File: src/rtl/gpio_irq_pkg.sv
package gpio_irq_pkg;
  typedef enum logic [1:0] {
    SEL_CFG  = 2'd0,
    SEL_STS  = 2'd1,
    SEL_TGT  = 2'd2,
    SEL_NONE = 2'd3
  } reg_sel_e;

  // strobes from control to datapath
  typedef struct packed {
    logic cfgWr;
    logic ackWr;
    logic tgtWr;
  } strobe_t;

  localparam int CFG_EN_BIT  = 0;
  localparam int CFG_RAW_BIT = 1;
  localparam int CFG_POL_BIT = 2;
  localparam int CFG_DET_LSB = 3;
endpackage

File: src/rtl/gpio_irq_ctrl.sv
module gpio_irq_ctrl
  import gpio_irq_pkg::*;
#(
  parameter int NUM_PINS = 4,
  parameter bit ACK_HIGH = 1'b1,
  localparam int PIN_W = (NUM_PINS > 1) ? $clog2(NUM_PINS) : 1
) (
  input  logic                wrEn,
  input  logic [PIN_W+1:0]    addr,
  input  logic                ackBit,
  output strobe_t             strobe,
  output logic [NUM_PINS-1:0] pinSel
);
  reg_sel_e         sel;
  logic [PIN_W-1:0] pinIdx;

  always_comb begin
    sel    = reg_sel_e'(addr[1:0]);
    pinIdx = addr[PIN_W+1:2];
  end

  for (genvar i = 0; i < NUM_PINS; i++) begin : g_sel
    assign pinSel[i] = (pinIdx == PIN_W'(i));
  end

  always_comb begin
    strobe       = '0;
    strobe.cfgWr = wrEn && (sel == SEL_CFG);
    strobe.tgtWr = wrEn && (sel == SEL_TGT);
    strobe.ackWr = wrEn && (sel == SEL_STS) && (ackBit == ACK_HIGH);
  end
endmodule

File: src/rtl/gpio_irq_dp.sv
module gpio_irq_dp
  import gpio_irq_pkg::*;
#(
  parameter int         NUM_PINS    = 4,
  parameter int         DET_WIDTH   = 2,
  parameter int         TGT_W       = 3,
  parameter logic [2:0] APPS_TARGET = 3'd4,
  localparam int PIN_W = (NUM_PINS > 1) ? $clog2(NUM_PINS) : 1,
  localparam int CFG_W = CFG_DET_LSB + DET_WIDTH
) (
  input  logic                clk,
  input  logic                rstN,
  input  strobe_t             strobe,
  input  logic [NUM_PINS-1:0] pinSel,
  input  logic [CFG_W-1:0]    wrData,
  input  logic [PIN_W-1:0]    rdPin,
  input  logic [1:0]          rdSel,
  input  logic [NUM_PINS-1:0] pinIn,
  output logic [CFG_W-1:0]    rdData,
  output logic                irqOut
);
  logic [NUM_PINS-1:0] syncA, lvlV, prvV;
  logic [NUM_PINS-1:0] enV, rawV, polV, stsV, evtV, contribV;
  logic [DET_WIDTH-1:0] detA [NUM_PINS];
  logic [TGT_W-1:0]     tgtA [NUM_PINS];

  for (genvar i = 0; i < NUM_PINS; i++) begin : g_pin
    logic riseD, fallD, hitD;

    always_ff @(posedge clk or negedge rstN) begin
      if (!rstN) begin
        syncA[i] <= 1'b0;
        lvlV[i]  <= 1'b0;
        prvV[i]  <= 1'b0;
      end else begin
        syncA[i] <= pinIn[i];
        lvlV[i]  <= syncA[i];
        prvV[i]  <= lvlV[i];
      end
    end

    assign riseD = lvlV[i] & ~prvV[i];
    assign fallD = ~lvlV[i] & prvV[i];

    if (DET_WIDTH == 2) begin : g_w2
      always_comb begin
        case (detA[i])
          2'd1:    hitD = riseD;
          2'd2:    hitD = fallD;
          2'd3:    hitD = riseD | fallD;
          default: hitD = (lvlV[i] == polV[i]);
        endcase
      end
    end else begin : g_w1
      always_comb begin
        if (detA[i][0]) hitD = polV[i] ? riseD : fallD;
        else            hitD = (lvlV[i] == polV[i]);
      end
    end

    assign evtV[i] = rawV[i] & hitD;

    always_ff @(posedge clk or negedge rstN) begin
      if (!rstN) begin
        enV[i]  <= 1'b0;
        rawV[i] <= 1'b1;
        polV[i] <= 1'b1;
        detA[i] <= DET_WIDTH'(1);
        tgtA[i] <= '0;
      end else begin
        if (strobe.cfgWr && pinSel[i]) begin
          enV[i]  <= wrData[CFG_EN_BIT];
          rawV[i] <= wrData[CFG_RAW_BIT];
          polV[i] <= wrData[CFG_POL_BIT];
          detA[i] <= wrData[CFG_DET_LSB +: DET_WIDTH];
        end
        if (strobe.tgtWr && pinSel[i]) tgtA[i] <= wrData[TGT_W-1:0];
      end
    end

    always_ff @(posedge clk or negedge rstN) begin
      if (!rstN)                              stsV[i] <= 1'b0;
      else if (evtV[i])                       stsV[i] <= 1'b1;
      else if (strobe.ackWr && pinSel[i])     stsV[i] <= 1'b0;
    end

    assign contribV[i] = stsV[i] & enV[i] & (tgtA[i] == APPS_TARGET[TGT_W-1:0]);


    raw_gate_chk: assert property (@(posedge clk) disable iff (!rstN)
      $rose(stsV[i]) |-> $past(rawV[i]));

    level_hold_chk: assert property (@(posedge clk) disable iff (!rstN)
      (rawV[i] && detA[i] == '0 && lvlV[i] == polV[i]) |=> stsV[i]);

    ack_clear_chk: assert property (@(posedge clk) disable iff (!rstN)
      (strobe.ackWr && pinSel[i] && !evtV[i]) |=> !stsV[i]);

    evt_wins_chk: assert property (@(posedge clk) disable iff (!rstN)
      evtV[i] |=> stsV[i]);
  end

  always_ff @(posedge clk or negedge rstN) begin
    if (!rstN) irqOut <= 1'b0;
    else       irqOut <= |contribV;
  end


  irq_src_chk: assert property (@(posedge clk) disable iff (!rstN)
    $rose(irqOut) |-> $past(|(stsV & enV)));

  always_comb begin
    rdData = '0;
    case (reg_sel_e'(rdSel))
      SEL_CFG: begin
        rdData[CFG_EN_BIT]  = enV[rdPin];
        rdData[CFG_RAW_BIT] = rawV[rdPin];
        rdData[CFG_POL_BIT] = polV[rdPin];
        rdData[CFG_DET_LSB +: DET_WIDTH] = detA[rdPin];
      end
      SEL_STS: begin
        rdData[0] = stsV[rdPin];
        rdData[1] = lvlV[rdPin];
      end
      SEL_TGT:  rdData[TGT_W-1:0] = tgtA[rdPin];
      default:  rdData = '0;
    endcase
  end
endmodule

File: src/rtl/gpio_irq_bank.sv
module gpio_irq_bank
  import gpio_irq_pkg::*;
#(
  parameter int         NUM_PINS    = 4,
  parameter int         DET_WIDTH   = 2,
  parameter bit         ACK_HIGH    = 1'b1,
  parameter int         TGT_W       = 3,
  parameter logic [2:0] APPS_TARGET = 3'd4,
  localparam int PIN_W  = (NUM_PINS > 1) ? $clog2(NUM_PINS) : 1,
  localparam int ADDR_W = PIN_W + 2,
  localparam int CFG_W  = CFG_DET_LSB + DET_WIDTH
) (
  input  logic                clk,
  input  logic                rstN,
  input  logic                wrEn,
  input  logic [ADDR_W-1:0]   addr,
  input  logic [CFG_W-1:0]    wrData,
  output logic [CFG_W-1:0]    rdData,
  input  logic [NUM_PINS-1:0] pinIn,
  output logic                irqOut
);
  strobe_t             strobe;
  logic [NUM_PINS-1:0] pinSel;

  gpio_irq_ctrl #(.NUM_PINS(NUM_PINS), .ACK_HIGH(ACK_HIGH)) u_ctrl (
    .wrEn(wrEn), .addr(addr), .ackBit(wrData[0]),
    .strobe(strobe), .pinSel(pinSel)
  );

  gpio_irq_dp #(.NUM_PINS(NUM_PINS), .DET_WIDTH(DET_WIDTH), .TGT_W(TGT_W),
                .APPS_TARGET(APPS_TARGET)) u_dp (
    .clk(clk), .rstN(rstN), .strobe(strobe), .pinSel(pinSel),
    .wrData(wrData), .rdPin(addr[ADDR_W-1:2]), .rdSel(addr[1:0]),
    .pinIn(pinIn), .rdData(rdData), .irqOut(irqOut)
  );
endmodule

File: config.mk
export PLATFORM = sky130hd
export DESIGN_NAME = gpio_irq_bank
export DESIGN_NICKNAME = d
export VERILOG_FILES = /design/src/rtl/gpio_irq_pkg.sv /design/src/rtl/gpio_irq_ctrl.sv /design/src/rtl/gpio_irq_dp.sv /design/src/rtl/gpio_irq_bank.sv
export SDC_FILE = /design/constraint.sdc
export NUM_CORES = 1
export LEC_CHECK = 0
export BUFFER_PORTS_ARGS = -buffer_cell sky130_fd_sc_hd__buf_4
export CAP_MARGIN = 20
export CORE_ASPECT_RATIO = 1.2
export CORE_MARGIN = 10
export CORE_UTILIZATION = 63
export DETAILED_ROUTE_END_ITERATION = 12
export PLACE_DENSITY = 0.84
export SYNTH_ARGS = -nofsm -noshare
export SYNTH_HDL_FRONTEND = slang
export SYNTH_SLANG_ARGS = --single-unit
export TNS_END_PERCENT = 20
File: constraint.sdc
create_clock -name clk -period 2.5 [get_ports clk]
set_input_delay 0.5 -clock clk [delete_from_list [all_inputs] [get_ports clk]]
set_output_delay 0.5 -clock clk [all_outputs]
set_load 0.01 [all_outputs]
==> reports/metrics.yaml, run 1 <==
run_status:
  status: "finished, final reports clean"
synth:
  yosys.area_share.simple: 0.120
  synth_fa_ha_area_frac: 0.0405
  yosys_warnings: 0
  synth_top_family_by_area: "multiplexers"
  synth_edf_count: 0
  synth-compound-area-share: 0.0446
  netlist_area_mm2: 0.00247
  synth_area_leaders: "dfrtp_1, mux2_2, dfstp_2"
  async_reset_ff_frac: 1.00
  syn_inst: 180
  synth_cell_types: 32
  ys.flop_type: "dfrtp_1"
  syn_avg_cell_area_um2: 13.7
  synthMuxAreaShare: 0.249
  synthXorXnorAreaFrac: 0.0142
  synth_seq_area_share: 0.502
  yosysTopAreaCellShare: 0.375
  yosysTopAreaCell: "dfrtp_1"
  syn_nets: 204
  synth_seq_cells: 49
die:
  num_rows: 24
  die_x_um: 77.2
  coreArea_mm2: 0.00372
  io_pins: 22
  design.die.area_mm2: 0.00684
  start_util: 0.664
  die_h_um: 88.6
place:
  dp_cells: 248
  place_ws_ns: 0.161
  io_buffers: 21
  place_congestion: 0.877
  dp_hpwl_um: 3890
clock_tree:
  numCtsBuffers: 5
  cts.clk_slew.worst_paths_ns: 0.09
  cts-hold-fix-buffers: 0
  postCtsSetupRepairBufs: 0
  htreeDepth: 2
  cts-root-buf: "clkbuf_8"
  clock_latency_ns: 0.30
  clk_path_buf_depth: 2
  cts_tree: "done"
  clock_sinks: 49
  cts-resized-gates: 0
global_routing:
  grt_start_max_net_pins: 50
  first_global_vias: 1733
  track_usage: 0.157
  gr-total-overflow: 0
  grt_pass1_wl_um: 8420
  antenna_found_initial: 0
drt:
  wl_per_cell_um: 19.9
  drc_errors: 0
  wirelength_um: 5110
  drt_iter0_drc: 117
  first_pass_iters: 4
  vias: 1581
  via_per_inst: 6.18
  ant_nets: 0
timing:
  drv_slew: 0
  rsz0062_at_grt: "false"
  max_slew_margin: 0.580
  fin_crit_ns: 2.33
  min_period_over_period: 0.933
  fmaxAchievable_ghz: 0.429
  hold_viol: 0
  fin_skew_ns: 0.00438
  fin_setup_tns_ns: 0
  setup_viol: 0
  tightest_slew_ns: 0.625
  worst_slack_ns: 0.167
critical_path:
  path_max_fanout: 5
  critPathCaptureType: "output port"
  cp-start-kind: "flop"
  crit_required_ns: 2.00
  path_class: "reg -> out"
  arrival_ns: 1.83
job:
  cap_violations: 0
finish:
  antenna_cells: 0
  area_growth_pct: 13.0
  drive_gt1_frac: 0.407
  most-common-layout-cells: "dfrtp_1, mux2_2, buf_4"
  finalNonFillerCells: 256
  nNetsFinal: 227
  final_common_cell: "dfrtp_1"
power_and_ir_drop:
  power_uw: 2170
  p_per_area_mw_per_mm2: 779
  p_leak_uw: 0.00121
  ir_worst_vdd_mv: 0.708
min_path:
  holdCritPathClass: "in -> async"
per-stage QoR:
step | util | hold slack [ns] | cell area (um2)
after global placement | 0.714 | 0.333 | 2660
final | 0.750 | 0.194 | 2790
after CTS | 0.750 | 0.215 | 2790
after global routing | 0.750 | 0.232 | 2790
after floorplan | - | 0.204 | 2470
after detailed placement | 0.714 | 0.338 | 2660
cells in the mapped netlist (2+ instances only):
| cell | n |
|---|---|
| nor4_4 | 2 |
| o21ai_0 | 8 |
| a21oi_1 | 4 |
| a32o_1 | 4 |
| buf_2 | 2 |
| nand3_1 | 3 |
| ha_1 | 8 |
| nand4b_1 | 4 |
| nor3_1 | 2 |
| inv_1 | 8 |
| mux4_1 | 5 |
| dfstp_2 | 12 |
| nand2_1 | 6 |
| mux4_2 | 5 |
| dfrtp_1 | 37 |
| nor2_1 | 11 |
| buf_4 | 3 |
| xor2_1 | 4 |
| and2_1 | 6 |
| nand3b_1 | 3 |
| mux2_2 | 32 |
cell type report:
type                    instances  area [um2]
multi-input cells             117        1160
clock buffers                   5        68.8
repair buffers                 22         165
inverters                       8        30.0
well taps                      52        65.1
fillers                       267         932
clock inverters                 3        65.1
flip-flops and latches         49        1240
cells by family (layout without fill, tap and decap cells):
| logic type | count (synthesis) | count (layout) |
|---|---|---|
| mux | 43 | 43 |
| simple gates | 45 | 45 |
| fa+ha+maj | 8 | 8 |
| flops | 49 | 49 |
| xor+xnor | 4 | 4 |
| buf+inv | 14 | 38 |
| compound gates | 17 | 17 |
power by group:
| part | switching [uW] | internal [uW] | total, uW |
|---|---|---|---|
| registers | 146 | 975 | 1120 |
| logic | 155 | 248 | 403 |
| clock network | 253 | 397 | 650 |
| total | 555 | 1620 | 2170 |
path summary, 6_finish.rpt:
path / startpoint / endpoint / slack (ns) / cells past startpoint
worst min-delay path: rstN / u_dp.tgtA[3] / 0.19 / 1
worst max-delay path: u_dp.lvlV[3] / rdData[1] / 0.17 / 4
min in group clk: pinIn[1] / u_dp.syncA[1] / 0.30 / 1
worst min register to register: u_dp.syncA[2] / u_dp.lvlV[2] / 0.35 / 0
max in group asynchronous: rstN / u_dp.detA[1] / 1.90 / 1
worst max register to register: u_dp.lvlV[1] / u_dp.stsV[1] / 1.17 / 4
sequential cells by signal, summed over array words and instances, names as in the netlist:
signal and flops:
u_dp.detA 8, u_dp.enV 4, u_dp.irqOut 1, u_dp.lvlV 4, u_dp.polV 4, u_dp.prvV 4
u_dp.rawV 4, u_dp.stsV 4, u_dp.syncA 4, u_dp.tgtA 12
layer usage:
| layer | global-route usage | share of wire | routed length, um | up-vias |
|---|---|---|---|---|
| met2 | 0.284 | 0.51 | 2630 | 50 |
| li1 | - | - | - | 706 |
| met1 | 0.167 | 0.40 | 2030 | 808 |
| met3 | 0.0365 | 0.046 | 234 | 17 |
| met5 | 0 | 0 | 0 | - |
| met4 | 0.0914 | 0.042 | 213 | 0 |
worst max-delay path, cell delays in order (launching register included):
cell and delay (ns):
dfrtp_1 0.45, mux4_2 0.49, and3b_1 0.18, a221o_1 0.26
buf_4 0.15
Note: power is estimated with default switching activity, not from simulation.
==> run 2, diff against run 1 <==
- CORE_UTILIZATION: 63 -> 50
- PLACE_DENSITY: 0.84 -> 0.69
==> run 2 against run 1 <==
Against the previous run: via count fell by 0.13%; largest cell class unchanged; count of clock-buffer cells in the layout rose by 2; die area increased by 19%; clock power is 23% lower.
==> reports/metrics.yaml, run 2 (synthesis results as in run 1) <==
place:
  dp_hpwl_um: 3800  # was 3890 um
  io_buffers: 21  # unchanged
  dp_cells: 254  # was 248
  place_congestion: 0.831  # was 0.877
finish:
  nNetsFinal: 227  # unchanged
  most-common-layout-cells: "dfrtp_1, mux2_2, buf_4"  # unchanged
  finalNonFillerCells: 262  # was 256
  final_common_cell: "dfrtp_1"  # unchanged
  drive_gt1_frac: 0.407  # unchanged
  top_register: "u_dp.tgtA"  # unchanged
  fillCellCount: 370  # was 267
  area_growth_pct: 11.9  # was 13.0%
  largest_reg_flops: 12  # unchanged
  top_regs: "u_dp.tgtA: 12 flops, u_dp.detA: 8 flops"  # unchanged
  antenna_cells: 0  # unchanged
clock_tree:
  cts-resized-gates: 0  # unchanged
  postCtsSetupRepairBufs: 0  # unchanged
  cts.clk_slew.worst_paths_ns: 0.09  # about the same
  clock_latency_ns: 0.30  # about the same
  clock_sinks: 49  # unchanged
  cts_tree: "done"  # unchanged
  htreeDepth: 2  # unchanged
  cts-hold-fix-buffers: 0  # unchanged
  clk_path_buf_depth: 2  # unchanged
  cts-root-buf: "clkbuf_8"  # unchanged
  numCtsBuffers: 5  # unchanged
drt:
  first_pass_iters: 4  # unchanged
  vias: 1579  # was 1581
  wl_per_cell_um: 19.3  # was 19.9 um
  drt_iter0_drc: 154  # was 117
  drc_errors: 0  # unchanged
  wirelength_um: 5070  # was 5110 um
  ant_nets: 0  # unchanged
  via_per_inst: 6.03  # was 6.18
critical_path:
  path_max_fanout: 15  # was 5
  critPathCaptureType: "output port"  # unchanged
  crit_required_ns: 2.00  # about the same
  timing.reg2reg.setup_slack_ns: 1.14  # was 1.17 ns
  cp-start-kind: "primary input"  # was flop
  arrival_ns: 1.85  # was 1.83 ns
  path_class: "in -> out"  # was reg -> out
power_and_ir_drop:
  switching_power_uw: 553  # was 555 uW
  p_leak_uw: 0.00120  # was 0.00121 uW
  ir_worst_vdd_mv: 0.361  # was 0.708 mV
  p_comb_frac: 0.201  # was 0.185
  power_uw: 2030  # was 2170 uW
  p_seq_frac: 0.551  # was 0.516
  p_sw_frac: 0.273  # was 0.255
  p_per_area_mw_per_mm2: 732  # was 779 mW/mm2
  internal_power_uw: 1470  # was 1620 uW
  clkPwrFrac: 0.248  # was 0.299
min_path:
  holdCritPathClass: "in -> async"  # unchanged
global_routing:
  gr-total-overflow: 0  # unchanged
  grt_start_max_net_pins: 50  # unchanged
  first_global_vias: 1711  # was 1733
  antenna_found_initial: 0  # unchanged
  track_usage: 0.126  # was 0.157
  grt_pass1_wl_um: 8490  # was 8420 um
die:
  num_rows: 27  # was 24
  start_util: 0.526  # was 0.664
  io_pins: 22  # unchanged
  die_h_um: 97.0  # was 88.6 um
  design.die.area_mm2: 0.00817  # was 0.00684 mm2
  coreArea_mm2: 0.00470  # was 0.00372 mm2
  die_x_um: 84.2  # was 77.2 um
timing:
  fin_setup_tns_ns: 0  # unchanged
  drv_slew: 0  # unchanged
  hold_viol: 0  # unchanged
  fin_hold_ws_ns: 0.197  # was 0.194 ns
  fmaxAchievable_ghz: 0.425  # was 0.429 GHz
  tightest_slew_ns: 0.602  # was 0.625 ns
  max_slew_margin: 0.599  # was 0.580
  fin_crit_ns: 2.35  # was 2.33 ns
  setup_viol: 0  # unchanged
  min_period_over_period: 0.941  # was 0.933
  rsz0062_at_grt: "false"  # unchanged
  fin_skew_ns: 0.00858  # was 0.00438 ns
run_status:
  status: "finished, final reports clean"  # unchanged
job:
  cap_violations: 0  # unchanged
run 2: cell types whose count changed in the layout (fill, tap and decap cells not counted):
cell | before | now
bufinv_16 | 2 | 0
clkbuf_8 | 5 | 7
run 2: final timing paths:
kind	startpoint	to	cells past startpoint
max	addr[2]	rdData[1]	5
min	rstN	u_dp.tgtA[5]	1
max reg2reg	u_dp.lvlV[2]	u_dp.stsV[2]	4
min reg2reg	u_dp.syncA[3]	u_dp.lvlV[3]	0
max in group asynchronous	rstN	u_dp.detA[3]	1
min in group clk	pinIn[3]	u_dp.syncA[3]	1
run 2: metrics by stage:
stage	cell area [um2]	setup slack (ns)	util
final	2770	0.147	0.589
after floorplan	2470	0.434	-
after global placement	2670	0.197	0.568
after CTS	2770	0.140	0.589
after detailed placement	2670	0.141	0.568
after global routing	2770	0.0863	0.589
run 2: final cells by class:
class,count,area [um2],area share
sequential,49,1240,0.449
multi-input combinational,117,1160,0.418
timing repair buffer,22,165,0.0597
clock buffer,7,96.3,0.0348
tap,58,72.6,0.0262
inverter,8,30.0,0.0109
clock inverter,1,5.00,0.00181
run 2: critical path, stage by stage:
cell and delay (ns):
buf_4 0.22, mux4_2 0.53, and3b_1 0.18, a221o_1 0.27, buf_4 0.15
run 2: power by group through the flow:
stage / clock, uW / sequential [uW] / combinational (uW)
2_1_floorplan: 0 / 1070 / 299
3_3_place_gp: 0 / 1120 / 392
3_5_place_dp: 0 / 1130 / 413
4_1_cts: 517 / 1110 / 414
5_1_grt: 554 / 1130 / 451
6_report: 502 / 1120 / 408
run 2: metal layers:
layer	wire [um]	share of wire	vias up	GRT usage
li1	-	-	707	-
met2	2640	0.52	56	0.214
met4	108	0.021	0	0.0462
met5	0	0	-	0
met1	2060	0.41	805	0.146
met3	258	0.051	11	0.0352
==> run 3, diff against run 2 <==
- CORE_MARGIN: 10 -> unset
- PLACE_DENSITY: 0.69 -> 0.71
- clock period: 2.5 -> 2 ns (I/O delays scaled with it)
==> run 3 against run 2 <==
Against the previous run: the run now ends with setup timing left; combinational power is 31% higher; sequential power is 25% higher; largest power group unchanged; wire length is 4.3% higher; highest routed layer unchanged; clock skew is 0.0037 ns lower; total power is 23% higher; critical endpoint unchanged; register-to-register slack worse by 0.58 ns.
==> reports/metrics.yaml, run 3 (synthesis results as in run 1) <==
die:
  die_h_um: 79.0  # was 97.0 um
  design.die.area_mm2: 0.00523  # was 0.00817 mm2
  coreArea_mm2: 0.00466  # was 0.00470 mm2
  die_x_um: 66.2  # was 84.2 um
  io_pins: 22  # unchanged
  start_util: 0.530  # was 0.526
  num_rows: 27  # unchanged
critical_path:
  worstReg2RegStart: "u_dp.lvlV[2]"  # unchanged
  timing.reg2reg.setup_slack_ns: 0.56  # was 1.14 ns
  ff2ff_path_depth: 5  # was 4
  critPathCaptureType: "output port"  # unchanged
  cp-start-kind: "flop"  # was primary input
  path_class: "reg -> out"  # was in -> out
  r2r_end: "u_dp.stsV[2]"  # unchanged
  path_max_fanout: 2  # was 15
  arrival_ns: 1.78  # was 1.85 ns
  crit_required_ns: 1.60  # was 2.00 ns
timing:
  tightest_slew_ns: 0.619  # was 0.602 ns
  fin_crit_ns: 2.18
  worst_slack_ns: -0.182  # was 0.147 ns
  min_period_over_period: 1.09
  drv_slew: 0  # unchanged
  setup_viol: 1  # was 0
  fmaxAchievable_ghz: 0.458
  rsz0062_at_grt: "true"  # was false
  fin_skew_ns: 0.00488  # was 0.00858 ns
  hold_viol: 0  # unchanged
  max_slew_margin: 0.587  # was 0.599
place:
  place_congestion: 0.839  # was 0.831
  io_buffers: 21  # unchanged
  dpl-instance-area_mm2: 0.00273  # was 0.00267 mm2
  dp_hpwl_um: 3940  # was 3800 um
  dp_cells: 262  # was 254
clock_tree:
  clock_latency_ns: 0.30  # about the same
  cts-hold-fix-buffers: 0  # unchanged
  cts_tree: "done"  # unchanged
  cts.clk_slew.worst_paths_ns: 0.08  # was 0.09 ns
  clk_path_buf_depth: 2  # unchanged
  cts-root-buf: "clkbuf_8"  # unchanged
  numCtsBuffers: 5  # unchanged
  htreeDepth: 2  # unchanged
  clock_sinks: 49  # unchanged
power_and_ir_drop:
  p_per_area_mw_per_mm2: 889  # was 732 mW/mm2
  ir_worst_vdd_mv: 0.524  # was 0.361 mV
  p_leak_uw: 0.00122  # was 0.00120 uW
global_routing:
  gr-total-overflow: 0  # unchanged
  grt_start_max_net_pins: 50  # unchanged
  track_usage: 0.231  # was 0.126
  grt_pass1_wl_um: 8600  # was 8490 um
  first_global_vias: 1680  # was 1711
  antenna_found_initial: 0  # unchanged
finish:
  stdcell_area_mm2: 0.00281  # was 0.00277 mm2
  final_common_cell: "dfrtp_1"  # unchanged
  most-common-layout-cells: "dfrtp_1, mux2_2, buf_4"  # unchanged
  largest_reg_flops: 12  # unchanged
  area_growth_pct: 13.6  # was 11.9%
  nNetsFinal: 235  # was 227
  ff_latch_area_mm2: 0.00124  # unchanged
  fillCellCount: 371  # was 370
  multi_input_comb_area_mm2: 0.00114  # was 0.00116 mm2
  antenna_cells: 0  # unchanged
  drive_gt1_frac: 0.439  # was 0.407
  finalNonFillerCells: 270  # was 262
  top_register: "u_dp.tgtA"  # unchanged
  top_regs: "u_dp.tgtA: 12 flops, u_dp.detA: 8 flops"  # unchanged
drt:
  ant_nets: 0  # unchanged
  first_pass_iters: 4  # unchanged
  drc_errors: 0  # unchanged
  drt_iter0_drc: 111  # was 154
  wl_per_cell_um: 19.6  # was 19.3 um
  wirelength_um: 5280  # was 5070 um
  via_per_inst: 6.02  # was 6.03
  vias: 1626  # was 1579
job:
  cap_violations: 0  # unchanged
run_status:
  violations: "setup timing"
  status: "finished, violations left"  # was finished, final reports clean
min_path:
  holdCritPathClass: "in -> async"  # unchanged
## run 3: cell count changes in the layout (fill, tap and decap cells not counted), sizes merged
| cell | delta |
|---|---|
| buf | +8 |
| clkbuf | -1 |
| clkinv | +1 |
## run 3: layout make-up
| cell class | instances | share of cell area |
|---|---|---|
| Clock buffer | 6 | 0.0258 |
| Clock inverter | 2 | 0.00357 |
| Inverter | 8 | 0.0107 |
| Multi-Input combinational cell | 117 | 0.408 |
| Sequential cell | 49 | 0.442 |
| Tap cell | 58 | 0.0258 |
| Timing Repair Buffer | 30 | 0.0842 |
## run 3: what timing repair did
| action | CTS | global route |
|---|---|---|
| endpoints found under the setup margin | 3 | 3 |
| buffers inserted | 0 | 0 |
| resized for setup | 4 | 2 |
## run 3: per-stage QoR
stage	hold WS (ns)	util	setup WS, ns	TNS [ns]	total power (uW)
2_1_floorplan	0.104	-	0.134	0	1710
3_5_place_dp	0.335	0.585	-0.0458	-0.113	1950
5_1_grt	0.138	0.602	-0.235	-0.259	2630
6_report	0.0968	0.602	-0.182	-0.182	2500
4_1_cts	0.125	0.604	-0.181	-0.181	2510
3_3_place_gp	0.333	0.585	0.00112	0	1910
## run 3: per-layer routing
metal  vias up  routed length [um]  GRT usage
met3        20                 200     0.0460
met5         -                   0          0
met4         0                 209      0.111
met2        53                2790      0.385
li1        724                   -          -
met1       829                2090      0.283
## run 3: how the worst max path moves through the flow
stage,slack [ns],cells past startpoint,endpoint,from
detailed placement,-0.05,5,rdData[1],addr[2]
floorplan,0.13,4,rdData[1],addr[2]
finish,-0.18,4,rdData[1],u_dp.lvlV[3]
global route,-0.24,4,rdData[1],u_dp.lvlV[3]
CTS,-0.18,4,rdData[1],u_dp.lvlV[3]
global placement,0.001,5,rdData[1],addr[2]
## run 3: where the power goes
| part | switching (uW) | internal (uW) |
|---|---|---|
| Sequential | 186 | 1220 |
| Clock | 313 | 243 |
| Combinational | 210 | 325 |
## run 3: critical path: stages, from the launching register on
cell and delay [ns]:
dfrtp_1 0.40, mux4_2 0.47, and3b_1 0.17, a221o_1 0.30, buf_6 0.13
